## config.mk

```make
export PLATFORM = sky130hd
export DESIGN_NAME = spi_reg_frontend
export DESIGN_NICKNAME = d
export VERILOG_FILES = /design/src/rtl/spi_reg_pkg.sv /design/src/rtl/spi_pin_sync.sv /design/src/rtl/spi_byte_shifter.sv /design/src/rtl/spi_reg_frontend.sv
export SDC_FILE = /design/constraint.sdc
export NUM_CORES = 1
export LEC_CHECK = 0
export BUFFER_PORTS_ARGS = -buffer_cell sky130_fd_sc_hd__buf_2
export CAP_MARGIN = 20
export CORE_UTILIZATION = 57
export DETAILED_ROUTE_END_ITERATION = 6
export HOLD_SLACK_MARGIN = 0.1
export PLACE_DENSITY_LB_ADDON = 0.15
export SYNTH_ARGS = -nofsm -noshare
export SYNTH_HDL_FRONTEND = slang
export SYNTH_SLANG_ARGS = --single-unit
```

## constraint.sdc

```tcl
create_clock -name clk -period 2.5 [get_ports clk]
set_input_delay 0.25 -clock clk [delete_from_list [all_inputs] [get_ports clk]]
set_output_delay 0.25 -clock clk [all_outputs]
set_load 0.1 [all_outputs]
```

## src/rtl/spi_reg_pkg.sv

```systemverilog
// Shared constants, state types and the command decoder for the SPI
// register frontend. Assumes byte-wide data and a 16-bit address space.
package spi_reg_pkg;

    localparam int BYTE_W    = 8;
    localparam int ADDR_W    = 16;
    localparam int IRQ_BYTES = 3;
    localparam int IRQ_W     = IRQ_BYTES * BYTE_W;
    localparam int BIT_CNT_W = $clog2(BYTE_W);

    localparam logic [2:0] CODE_NOP = 3'b000;
    localparam logic [2:0] CODE_RD  = 3'b010;
    localparam logic [2:0] CODE_WR  = 3'b100;
    localparam logic [2:0] CODE_EXT = 3'b110;

    typedef enum logic [1:0] {PH_HDR0, PH_HDR1, PH_HDR2, PH_DATA} phase_e;
    typedef enum logic [1:0] {OP_IDLE, OP_READ, OP_WRITE} op_e;

    // Map a command code and the reserved bits to the bus operation.
    function automatic op_e decode_op(input logic [2:0] code, input logic [1:0] rsvd);
        op_e r;
        r = OP_IDLE;
        if (rsvd == 2'b00) begin
            if (code == CODE_RD) r = OP_READ;
            else if (code == CODE_WR) r = OP_WRITE;
        end
        return r;
    endfunction

endpackage

```

## src/rtl/spi_pin_sync.sv

```systemverilog
// Brings SCLK, chip select and MOSI into the system clock domain through a
// chain of flops and reports SCLK edges as single-cycle pulses.
// Assumes SCLK holds each level for several system clocks.
module spi_pin_sync #(
    parameter int STAGES = 2
) (
    input  logic clk,
    input  logic rst_n,
    input  logic pin_sclk,
    input  logic pin_cs_n,
    input  logic pin_mosi,
    output logic sclk_rise,
    output logic sclk_fall,
    output logic cs_active,
    output logic mosi_s
);
    // Bit order in each stage: {mosi, cs_n, sclk}
    localparam logic [2:0] IDLE_VAL = 3'b010;

    logic [2:0] stg [STAGES];
    logic       sclk_prev;

    genvar gi;
    generate
        for (gi = 0; gi < STAGES; gi++) begin : g_stage
            // Each flop stage takes the pins or the previous stage.
            always_ff @(posedge clk) begin
                if (!rst_n) stg[gi] <= IDLE_VAL;
                else if (gi == 0) stg[gi] <= {pin_mosi, pin_cs_n, pin_sclk};
                else stg[gi] <= stg[(gi == 0) ? 0 : gi - 1];
            end
        end
    endgenerate

    // Remember the last synchronized SCLK level for edge detection.
    always_ff @(posedge clk) begin
        if (!rst_n) sclk_prev <= 1'b0;
        else sclk_prev <= stg[STAGES-1][0];
    end

    assign sclk_rise = stg[STAGES-1][0] & ~sclk_prev;
    assign sclk_fall = ~stg[STAGES-1][0] & sclk_prev;
    assign cs_active = ~stg[STAGES-1][1];
    assign mosi_s    = stg[STAGES-1][2];
endmodule

```

## src/rtl/spi_byte_shifter.sv

```systemverilog
// Serial-to-byte and byte-to-serial shifter for SPI mode 0, MSB first.
// Loads the first outgoing byte when chip select becomes active, and at
// each later byte boundary loads the byte presented on next_byte.
// A byte that is not complete when chip select rises is discarded.
module spi_byte_shifter
    import spi_reg_pkg::*;
(
    input  logic              clk,
    input  logic              rst_n,
    input  logic              cs_active,
    input  logic              sclk_rise,
    input  logic              sclk_fall,
    input  logic              mosi_s,
    input  logic [BYTE_W-1:0] first_byte,
    input  logic [BYTE_W-1:0] next_byte,
    output logic              byte_done,
    output logic [BYTE_W-1:0] rx_byte,
    output logic              miso
);
    logic [BIT_CNT_W-1:0] bit_cnt;
    logic [BYTE_W-1:0]    tx_sh;
    logic                 started;

    // Shift MOSI in on rising edges and MISO out on falling edges.
    always_ff @(posedge clk) begin
        if (!rst_n || !cs_active) begin
            bit_cnt   <= '0;
            rx_byte   <= '0;
            tx_sh     <= '0;
            started   <= 1'b0;
            byte_done <= 1'b0;
        end else begin
            byte_done <= 1'b0;
            if (!started) begin
                tx_sh   <= first_byte;
                started <= 1'b1;
            end else if (sclk_rise) begin
                rx_byte   <= {rx_byte[BYTE_W-2:0], mosi_s};
                bit_cnt   <= bit_cnt + 1'b1;
                byte_done <= (bit_cnt == BIT_CNT_W'(BYTE_W - 1));
            end else if (sclk_fall) begin
                if (bit_cnt == '0) tx_sh <= next_byte;
                else tx_sh <= {tx_sh[BYTE_W-2:0], 1'b0};
            end
        end
    end

    assign miso = tx_sh[BYTE_W-1];
endmodule

```

## src/rtl/spi_reg_frontend.sv

```systemverilog
// SPI target that decodes a 2- or 3-byte address/command header and then
// performs sequential byte reads or writes on a register bus, returning the
// interrupt status bytes on MISO during the header.
// Assumes reg_rdata is valid the cycle after reg_rd and that SCLK is slow
// against clk (at least eight clocks per level).
module spi_reg_frontend
    import spi_reg_pkg::*;
#(
    parameter int SYNC_STAGES = 2
) (
    input  logic              clk,
    input  logic              rst_n,
    input  logic              spi_sclk,
    input  logic              spi_cs_n,
    input  logic              spi_mosi,
    output logic              spi_miso,
    input  logic [IRQ_W-1:0]  irq_status,
    output logic [ADDR_W-1:0] reg_addr,
    output logic [BYTE_W-1:0] reg_wdata,
    output logic              reg_wr,
    output logic              reg_rd,
    input  logic [BYTE_W-1:0] reg_rdata
);
    logic              sclk_rise, sclk_fall, cs_active, mosi_s;
    logic              byte_done;
    logic [BYTE_W-1:0] rx_byte;
    logic [BYTE_W-1:0] nxt_byte;
    logic [ADDR_W-1:0] cur_addr;
    logic [ADDR_W-1:0] hdr_addr;
    logic              rd_pend;
    phase_e            phase;
    op_e               op;
    op_e               hdr_op;

    spi_pin_sync #(.STAGES(SYNC_STAGES)) u_sync (
        .clk       (clk),
        .rst_n     (rst_n),
        .pin_sclk  (spi_sclk),
        .pin_cs_n  (spi_cs_n),
        .pin_mosi  (spi_mosi),
        .sclk_rise (sclk_rise),
        .sclk_fall (sclk_fall),
        .cs_active (cs_active),
        .mosi_s    (mosi_s)
    );

    spi_byte_shifter u_shift (
        .clk        (clk),
        .rst_n      (rst_n),
        .cs_active  (cs_active),
        .sclk_rise  (sclk_rise),
        .sclk_fall  (sclk_fall),
        .mosi_s     (mosi_s),
        .first_byte (irq_status[BYTE_W-1:0]),
        .next_byte  (nxt_byte),
        .byte_done  (byte_done),
        .rx_byte    (rx_byte),
        .miso       (spi_miso)
    );

    // Form the start address and operation of a header that ends with this byte.
    always_comb begin
        if (phase == PH_HDR2) begin
            hdr_addr = {rx_byte[7:5], cur_addr[12:0]};
            hdr_op   = decode_op(rx_byte[4:2], rx_byte[1:0]);
        end else begin
            hdr_addr = {3'b000, cur_addr[12:5], rx_byte[7:3]};
            hdr_op   = decode_op(rx_byte[2:0], 2'b00);
        end
    end

    // Header state machine, address stepping and register bus strobes.
    always_ff @(posedge clk) begin
        if (!rst_n) begin
            phase     <= PH_HDR0;
            op        <= OP_IDLE;
            cur_addr  <= '0;
            nxt_byte  <= '0;
            reg_addr  <= '0;
            reg_wdata <= '0;
            reg_wr    <= 1'b0;
            reg_rd    <= 1'b0;
            rd_pend   <= 1'b0;
        end else begin
            reg_wr  <= 1'b0;
            reg_rd  <= 1'b0;
            rd_pend <= reg_rd;
            if (rd_pend) nxt_byte <= reg_rdata;
            if (!cs_active) begin
                phase <= PH_HDR0;
                op    <= OP_IDLE;
            end else if (byte_done) begin
                case (phase)
                    PH_HDR0: begin
                        cur_addr <= {3'b000, rx_byte, 5'b00000};
                        nxt_byte <= irq_status[2*BYTE_W-1:BYTE_W];
                        phase    <= PH_HDR1;
                    end
                    PH_HDR1, PH_HDR2: begin
                        cur_addr <= hdr_addr;
                        if (phase == PH_HDR1 && rx_byte[2:0] == CODE_EXT) begin
                            nxt_byte <= irq_status[3*BYTE_W-1:2*BYTE_W];
                            phase    <= PH_HDR2;
                        end else begin
                            phase    <= PH_DATA;
                            op       <= hdr_op;
                            nxt_byte <= '0;
                            if (hdr_op == OP_READ) begin
                                reg_rd   <= 1'b1;
                                reg_addr <= hdr_addr;
                            end
                        end
                    end
                    default: begin
                        if (op == OP_WRITE) begin
                            reg_wr    <= 1'b1;
                            reg_addr  <= cur_addr;
                            reg_wdata <= rx_byte;
                            cur_addr  <= cur_addr + 1'b1;
                        end else if (op == OP_READ) begin
                            reg_rd   <= 1'b1;
                            reg_addr <= cur_addr + 1'b1;
                            cur_addr <= cur_addr + 1'b1;
                        end else begin
                            nxt_byte <= '0;
                        end
                    end
                endcase
            end
        end
    end
endmodule

```

**After elaboration in Yosys (flattened, before gate mapping)**

Memories as Yosys holds them, arrays and structs flattened.
Cells that the tools add are included.

- Memories kept: 1
- RAM bits: 6
- Register bits after elaboration: 77
- Output and inout bits: 27
- Logic and storage cells: 107

Memories:

| memory | depth | bits a word | rd ports | clocked after Yosys merged registers in | wr ports | line | RTL |
|---|---|---|---|---|---|---|---|
| u_sync.stg | 2 | 3 | 2 | 0 | 2 | spi_pin_sync.sv:20 | `logic [2:0] stg [STAGES];` |

- Reduce and logical (&&, ||, !) cells: 22
- Add/subtract/negate cells: 2
- Bitwise logic cells: 14
- Equality and inequality tests: 15
- Multiplexer cells: 38

Operators with widths:

| kind | count |
|---|---|
| 16-bit two-way mux | 6 |
| 8-bit two-way mux | 10 |
| 16-bit one-hot mux with 2 select lines | 2 |
| 16-bit by 1-bit adder with 16-bit output, second input constant | 1 |
| 8-bit one-hot mux with 2 select lines | 1 |
| 3-bit equality test, second input constant | 4 |
| 2-bit two-way mux | 6 |
| 1-bit NOT | 10 |
| 1-bit two-way mux | 9 |
| 3-bit OR reduction | 3 |
| 2-bit inequality test, second input constant | 4 |
| 2-bit by 1-bit equality test with 1-bit output, second input constant | 3 |
| 3-bit by 2-bit equality test with 1-bit output, second input constant | 2 |
| 3-bit two-way mux | 2 |
| 2-bit AND reduction | 3 |
| 3-bit AND reduction | 2 |
| 6-bit AND reduction | 1 |
| 6-bit OR reduction | 1 |
| 2-bit equality test, second input constant | 2 |
| 2-bit zero test | 2 |
| 2-bit one-hot mux with 2 select lines | 1 |
| 4-bit AND reduction | 1 |
| 4-bit nonzero test | 1 |
| 2-bit OR reduction | 2 |
| 10 further kinds | 12 |

**Depth between registers and ports, before layout**

Gate-level depths: netlist of the first run.

- Depth in word-level cells: 9
- Depth in mapped cells: 9
- Depth with buffers taken out: 7

**Cells and area by module**

Synthesis of the first run repeated with hierarchy kept, for this count alone.

- Cell total of the unflattened synthesis: 530
- Area total of the unflattened synthesis: 4384.2 um^2

Modules (own cells, without submodules):

| module | seq. area each (um^2) | cells an instance | area each (um^2) | times used |
|---|---|---|---|---|
| spi_reg_frontend | 1101.1 | 407 | 3190.6 | 1 |
| spi_byte_shifter | 420.4 | 106 | 993.5 | 1 |
| spi_pin_sync | 140.1 | 17 | 200.2 | 1 |

**Least setup slack after synthesis of the first run**

OpenSTA, ideal clock, no wires.

- Path kind: reg-to-reg
- Start: register phase[0]
- End: register reg_addr[3]
- Path slack: 0.323 ns
- Buffers on the path: 3
- Cell stages (with the launch flop): 10
- Arrival: 2.050 ns
- Clock period less this slack: 2.177 ns
- Data required time: 2.373 ns
- Path through: dfxtp_1 > inv_1 > ha_1 > clkbuf_1 > nor2b_1 > or3_1 > a21oi_1 > clkbuf_1 > buf_2 > o21ai_0

- Cells in the longest elaborated chain, start to end: 5

RTL lines:

| element | line | RTL |
|---|---|---|
| start, declared | spi_reg_frontend.sv:31 | `phase_e phase;` |
| start signal, assigned | spi_reg_frontend.sv:75 | `phase <= PH_HDR0;` |
| start signal, assigned | spi_reg_frontend.sv:90 | `phase <= PH_HDR0;` |
| start signal, assigned | spi_reg_frontend.sv:97 | `phase <= PH_HDR1;` |
| 2-bit equality test | spi_reg_frontend.sv:63, spi_reg_frontend.sv:93 |  |
| 2-bit two-way mux or 16-bit two-way mux (tied branches) | spi_reg_frontend.sv:63 | `if (phase == PH_HDR2) begin` |
| 2-bit by 1-bit equality test with 1-bit output or 16-bit two-way mux (tied branches) | spi_reg_frontend.sv:108 | `if (hdr_op == OP_READ) begin` |
| 2-bit inequality test (no source line) or 16-bit two-way mux (tied branches) | - |  |
| 6-bit AND reduction (no source line) or 16-bit one-hot mux with 2 select lines (tied branches) | - |  |
| end signal, assigned | spi_reg_frontend.sv:110 | `reg_addr <= hdr_addr;` |
| end signal, assigned | spi_reg_frontend.sv:117 | `reg_addr <= cur_addr;` |
| end signal, assigned | spi_reg_frontend.sv:122 | `reg_addr <= cur_addr + 1'b1;` |
| end, declared | spi_reg_frontend.sv:18 | `output logic [ADDR_W-1:0] reg_addr,` |

Parallel ways exist; a longest one is shown, timed or not. The select of a mux whose other input is x is not followed.
A chain may end at the register's enable or synchronous reset.

**Worst setup path in the final report of the first run**

- Start: register cur_addr[0]
- End: register reg_addr[14]

- Cells in the longest elaborated chain, start to end: 4

RTL lines:

| element | line | RTL |
|---|---|---|
| start, declared | spi_reg_frontend.sv:28 | `logic [ADDR_W-1:0] cur_addr;` |
| start signal, assigned | spi_reg_frontend.sv:95 | `cur_addr <= {3'b000, rx_byte, 5'b00000};` |
| start signal, assigned | spi_reg_frontend.sv:100 | `cur_addr <= hdr_addr;` |
| start signal, assigned | spi_reg_frontend.sv:119 | `cur_addr <= cur_addr + 1'b1;` |
| 16-bit by 1-bit adder with 16-bit output | spi_reg_frontend.sv:122 |  |
| 16-bit two-way mux | spi_reg_frontend.sv:120 | `end else if (op == OP_READ) begin` |
| 16-bit two-way mux | spi_reg_frontend.sv:115 | `if (op == OP_WRITE) begin` |
| 16-bit one-hot mux with 2 select lines | spi_reg_frontend.sv:93 | `case (phase)` |

No other way between the ends. The select of a mux whose other input is x is not followed.

==> results of run 1 <==
## timing repair
item	4_1_cts	5_1_grt
endpoints found under the hold margin	2	1
gates resized for setup	0	0
endpoints found under the setup margin	0	0
hold buffers	2	1
## through the flow
stage	setup WS, ns	total power, uW
floorplan	0.323	1410
global placement	0.331	1450
detailed placement	0.290	1450
CTS	0.285	2420
global route	0.0825	2500
finish	0.255	2400
## area by class of cell
type,instances,area share [%]
Tap cell,99,2.55
Timing Repair Buffer,80,9.28
Clock inverter,4,1.03
Inverter,15,1.16
Multi-Input combinational cell,374,48.6
Sequential cell,83,34.2
Clock buffer,11,3.12
## power by group through the flow
stage	Clock (uW)	Combinational, uW	Sequential (uW)
2_1_floorplan	0	44.9	1360
3_3_place_gp	0	84.9	1360
3_5_place_dp	0	85.6	1360
4_1_cts	1000	88.9	1330
5_1_grt	1070	99.3	1330
6_report	982	90.1	1330
## cell usage after synthesis (3+ instances only)
cell and number:
a211oi_1 8, a21boi_0 13, a21oi_1 34, a22oi_1 8, a32oi_1 4, and2_1 14, buf_1 5, buf_2 6
clkbuf_1 29, dfxtp_1 83, ha_1 11, inv_1 15, mux2i_1 32, nand2_1 54, nand2b_1 9, nand3_1 13
nand4_1 5, nor2_1 59, nor2b_1 6, nor3_1 5, nor4_1 4, o211a_1 4, o21ai_0 21, o221a_2 3
o22ai_1 12, xnor2_1 6, xor2_1 9
## cell families (layout without fill, tap and decap cells)
logic type / count (synthesis) / after routing
XOR/XNOR: 15 / 15
flip-flops: 83 / 83
adder cells (fa/ha/maj): 11 / 11
AND/OR/NAND/NOR: 185 / 185
multiplexers: 33 / 33
buffers and inverters: 55 / 110
AO/OA/AOI/OAI: 130 / 130
## routing by layer
metal  global-route usage, %  share of wire, %
met1                    36.0                44
met2                    45.8                47
met3                    6.60               6.6
met4                    9.38               2.1
met5                       0                 0
## final timing paths
check                                   start                     endpoint  slack, ns  cells past startpoint
setup reg to reg     cur_addr[0]$_SDFFE_PN0P_    reg_addr[14]$_SDFFE_PN0P_       0.26                      6
hold / removal                          rst_n  u_sync.stg[1][1]$_SDFF_PN1_       0.28                      2
setup / recovery     cur_addr[0]$_SDFFE_PN0P_    reg_addr[14]$_SDFFE_PN0P_       0.26                      6
hold reg to reg   u_sync.stg[0][1]$_SDFF_PN1_  u_sync.stg[1][1]$_SDFF_PN1_       0.41                      1
## critical path: stages, from the launching register on
cell,delay (ns)
dfxtp_1,0.45
ha_1,0.29
nand3_2,0.14
or4_1,0.64
o31a_2,0.36
o21ai_0,0.15
a31oi_1,0.09
## flip-flops by register name, summed over array words and instances (netlist names), 2 cells and up
name             count
u_shift.rx_byte      8
u_shift.tx_sh        8
cur_addr            16
op                   2
phase                2
reg_wdata            8
u_sync.stg           6
nxt_byte             8
u_shift.bit_cnt      3
reg_addr            16
==> results.txt, run 1 <==
Post CTS Setup Buffer Count -> 0
Mapped Cells -> 512
Share of cells above drive strength 1 -> 18.0%
Main combinational cell family by area after synthesis -> simple AND/OR/NAND/NOR gates
Filler cells -> 651
Slew at the pin closest to its max-slew limit -> 0.912 ns
Total gr overflow -> 0
Clock Path Buffers -> 2
Register area -> 0.00166 sq mm
GP Congestion -> 0.881
First-pass iteration count of the detailed router -> 4
Max Freq -> 0.445 GHz
Max_cap viols -> 0
Nets -> 611
Syn. warnings -> 0
Syn_nets -> 560
HP Class -> input pin to register
Slew Viols, Final -> 0
Setup TNS -> 0 ns
Row count -> 31
All-layer global routing usage -> 27.9%
Post-synth EDFFs -> 0
Cell Area, Placed -> 0.00462 sq mm
Post-Synth XOR/XNOR Area -> 3.10%
Post-Synth Simple-Gate Area -> 20.8%
Final setup skew -> 0.0116 ns
CTS tree -> built
Io pins -> 64
Synth area leader -> dfxtp_1
Sequential-to-total area share from yosys stat -> 39.3%
ANT cells -> 0
Layout Cell Area excl Fill -> 0.00485 sq mm
Post-route insts no fill -> 666
Sw Share -> 21.7%
Buffers added on ports -> 63
Combinational Power Share -> 3.7%
Outcome -> finished, final reports clean
Core area -> 0.00721 sq mm
CTS Root Cell -> clkbuf_8
Initial antenna violation count -> 0
Async SR Flop Fraction -> 0%
Complex-gate fraction of the synthesized area -> 20.6%
Worst Setup End Kind -> register
Dpl hpwl -> 6980 um
Die H -> 88.2 um
DR DRC count -> 0
Starting Density -> 58.7%
RSZ-0062 raised after global routing -> false
Vias in the first global route -> 3473
Clk pwr share -> 40.9%
Die area -> 0.00777 sq mm
Clk Latency, worst-skew pair -> 0.35 ns
Synth top area share -> 39.3%
Final Hold Viols -> 0
Largest net degree at the start of global routing -> 42
Post-route ant nets -> 0
Sequential Power Share -> 55.4%
Power Density -> 495 mW/mm^2
Int Pwr -> 1880 uW
Post-synthesis mux area share -> 7.84%
Synthesis-stage register bit count -> 83
Crit start category -> register
Iteration-0 DRC Markers -> 192
Critical path class -> register to register
Relative slew slack -> 39.1%
Adder-Cell Fraction of Synth Area -> 3.25%
Hold Worst Slack -> 0.275 ns
Commonest non-fill, non-tap cells in the layout -> dfxtp_1, buf_2, nor2_1
Tmin final -> 2.24 ns
Post-Route WL -> 10300 um
Leakage power -> 0.00198 uW
WP data arrival -> 2.48 ns
Avg Cell Area, Syn -> 8.26 sq um
Synthesized cell area -> 0.00423 sq mm
Ys flop type -> dfxtp_1
Crit Path Max Fanout -> 7
Vias post-DR -> 3877
Synth cell types -> 58
Required time worst endpoint -> 2.73 ns
Clk sinks -> 83
Final Setup Violations -> 0
Sw Pwr -> 521 uW
Top post-synthesis cells by area -> dfxtp_1, mux2i_1, nor2_1
Layout area overhead -> 14.7%
Via density per instance -> 5.82
Finished Core Util -> 67.3%
First-pass GRT wire length -> 16800 um
Depth of the CTS H-tree -> 3
Die W -> 88.2 um
Cts bufs inserted -> 9
Maximum vdd drop -> 0.327 mV
Drt wl/cell -> 15.5 um
Worst-path clk slew -> 0.08 ns
Placed Instances -> 648
Area of the multi-input gates -> 0.00236 sq mm
Commonest non-fill, non-tap cell in the layout -> dfxtp_1
Tcrit/Tclk final -> 89.8%
(Power assumes the default switching activity.)
==> inputs of run 2 (changes only) <==
- CORE_UTILIZATION: 57 -> 43
- CTS_BUF_LIST: unset -> sky130_fd_sc_hd__clkbuf_4
==> run 2 against run 1 <==
- maximum frequency is 1.1% higher
- sequential power hardly changed
- hold slack worse by 0.057 ns
- clock skew is 0.021 ns higher
==> results.txt, run 2 (synthesized netlist as in run 1, its figures left out) <==
Outcome -> finished, final reports clean
Starting Density -> 45.2%
Clock Path Buffers -> 2
Final Hold Viols -> 0
Row count -> 35
Max Freq -> 0.451 GHz
Via density per instance -> 5.52
Io pins -> 64
Vias in the first global route -> 3637
CP max stage cell -> or4_1
Final Setup Violations -> 0
Required time worst endpoint -> 2.86 ns
Pwr Total -> 2290 uW
Post-route ant nets -> 0
Core area -> 0.00937 sq mm
CP Cell Sequence -> ha_1 -> nand3_2 -> or4_1 -> or3_1 -> xor2_1 -> a21oi_2
Vias post-DR -> 3853
Leakage power -> 0.00199 uW
Top flop regs -> cur_addr (16), reg_addr (16)
Relative slew slack -> 50.7%
CP delay by family, top -> simple AND/OR/NAND/NOR gates
ANT cells -> 0
Die area -> 0.0102 sq mm
Hold path cells -> 4
Reg2reg start -> cur_addr[0]$_SDFFE_PN0P_
Maximum vdd drop -> 0.260 mV
Commonest non-fill, non-tap cell in the layout -> dfxtp_1
Die W -> 101 um
Worst-path clk slew -> 0.12 ns
Share of cells above drive strength 1 -> 18.1%
CTS tree -> built
Tcrit/Tclk final -> 88.8%
Largest net degree at the start of global routing -> 63
Hold Worst Slack -> 0.218 ns
Setup TNS -> 0 ns
Power Density -> 470 mW/mm^2
Crit. path cell count -> 6
Iteration-0 DRC Markers -> 206
Reg2reg path depth -> 6
Min-Delay Endpoint -> nxt_byte[6]$_SDFF_PN0_
Slew Viols, Final -> 0
Die H -> 101 um
Slew at the pin closest to its max-slew limit -> 0.737 ns
Filler cells -> 962
Cts bufs inserted -> 9
GP Congestion -> 0.866
CP peak stage delay -> 0.63 ns
Initial antenna violation count -> 0
Depth of the CTS H-tree -> 3
Buffers added on ports -> 63
Resized cells post-CTS -> 0
First-pass GRT wire length -> 17600 um
Commonest non-fill, non-tap cells in the layout -> dfxtp_1, buf_2, nor2_1
Final setup skew -> 0.0326 ns
Buffers plus inverters on the worst setup path -> 0
Post-Route WL -> 10700 um
First-pass iteration count of the detailed router -> 4
Total gr overflow -> 0
Cell Area, Placed -> 0.00470 sq mm
Clk sinks -> 83
Crit Path Max Fanout -> 7
Drt wl/cell -> 15.4 um
Finished Core Util -> 52.1%
End of the worst register-to-register path -> reg_addr[12]$_SDFFE_PN0P_
Register-to-register path setup slack -> 0.28 ns
RSZ-0062 raised after global routing -> false
Post CTS Setup Buffer Count -> 0
All-layer global routing usage -> 22.0%
Nets -> 613
Hold Startpoint -> reg_rdata[6]
Critical path class -> register to register
Layout area overhead -> 15.4%
Crit start category -> register
Clk Latency, worst-skew pair -> 0.43 ns
DR DRC count -> 0
Max_cap viols -> 0
WP data arrival -> 2.58 ns
Tmin final -> 2.22 ns
CTS Root Cell -> clkbuf_4
Worst Setup End Kind -> register
Dpl hpwl -> 7520 um
Layout Cell Area excl Fill -> 0.00488 sq mm
HP Class -> input pin to register
[run 2: cell count changes in the layout (fill, tap and decap cells not counted)]
cell | previous run | this run
clkbuf_8 | 11 | 0
clkinv_2 | 1 | 0
bufinv_16 | 1 | 2
clkinvlp_4 | 2 | 0
buf_12 | 0 | 2
clkinv_1 | 0 | 1
clkbuf_4 | 0 | 12
[run 2: metal layers]
| metal | GRT usage (%) | vias up | part of all wire, % |
|---|---|---|---|
| met5 | 0 | - | 0 |
| met2 | 35.8 | 103 | 46 |
| li1 | - | 1916 | - |
| met4 | 8.25 | 0 | 1.6 |
| met3 | 3.86 | 14 | 4.5 |
| met1 | 29.3 | 1820 | 48 |
[run 2: final cells by class]
type | instances | area (sq um) | share of cell area [%]
Clock buffer | 12 | 90.1 | 1.84
Clock inverter | 3 | 63.8 | 1.31
Inverter | 15 | 56.3 | 1.15
Multi-Input combinational cell | 374 | 2360 | 48.3
Sequential cell | 83 | 1660 | 34.0
Tap cell | 129 | 161 | 3.31
Timing Repair Buffer | 82 | 490 | 10.0
[run 2: where the power goes]
part	leakage (uW)	internal, uW	switching, uW	total (uW)
clock	0.0000850	433	439	872
combinational	0.00123	44.8	43.2	88.0
sequential	0.000670	1330	3.58	1330
total	0.00199	1810	486	2290
[run 2: worst reg2reg max path, stage by stage, from the launching register on]
cell,delay (ns)
dfxtp_1,0.46
ha_1,0.29
nand3_2,0.16
or4_1,0.63
or3_1,0.35
xor2_1,0.16
a21oi_2,0.13
[run 2: worst max path at each step]
| stage | startpoint | slack, ns | endpoint |
|---|---|---|---|
| after global routing | cur_addr[0]$_SDFFE_PN0P_ | 0.14 | reg_addr[12]$_SDFFE_PN0P_ |
| after CTS | cur_addr[0]$_SDFFE_PN0P_ | 0.29 | reg_addr[12]$_SDFFE_PN0P_ |
| after global placement | cur_addr[0]$_SDFFE_PN0P_ | 0.34 | reg_addr[14]$_SDFFE_PN0P_ |
| after detailed placement | cur_addr[0]$_SDFFE_PN0P_ | 0.29 | reg_addr[14]$_SDFFE_PN0P_ |
| after floorplan | phase[0]$_SDFFE_PN0P_ | 0.32 | reg_addr[3]$_SDFFE_PN0P_ |
| final | cur_addr[0]$_SDFFE_PN0P_ | 0.28 | reg_addr[12]$_SDFFE_PN0P_ |
[run 2: repair_timing]
item                       CTS  global route
hold buffers                 3             0
hold endpoints to repair     3             0
setup endpoints to repair    0             0
[run 2: stage by stage]
| stage | std cells | setup slack, ns |
|---|---|---|
| 6_report | 698 | 0.280 |
| 5_1_grt | 698 | 0.144 |
| 4_1_cts | 698 | 0.294 |
| 3_5_place_dp | 680 | 0.290 |
| 3_3_place_gp | 680 | 0.339 |
| 2_1_floorplan | 512 | 0.323 |
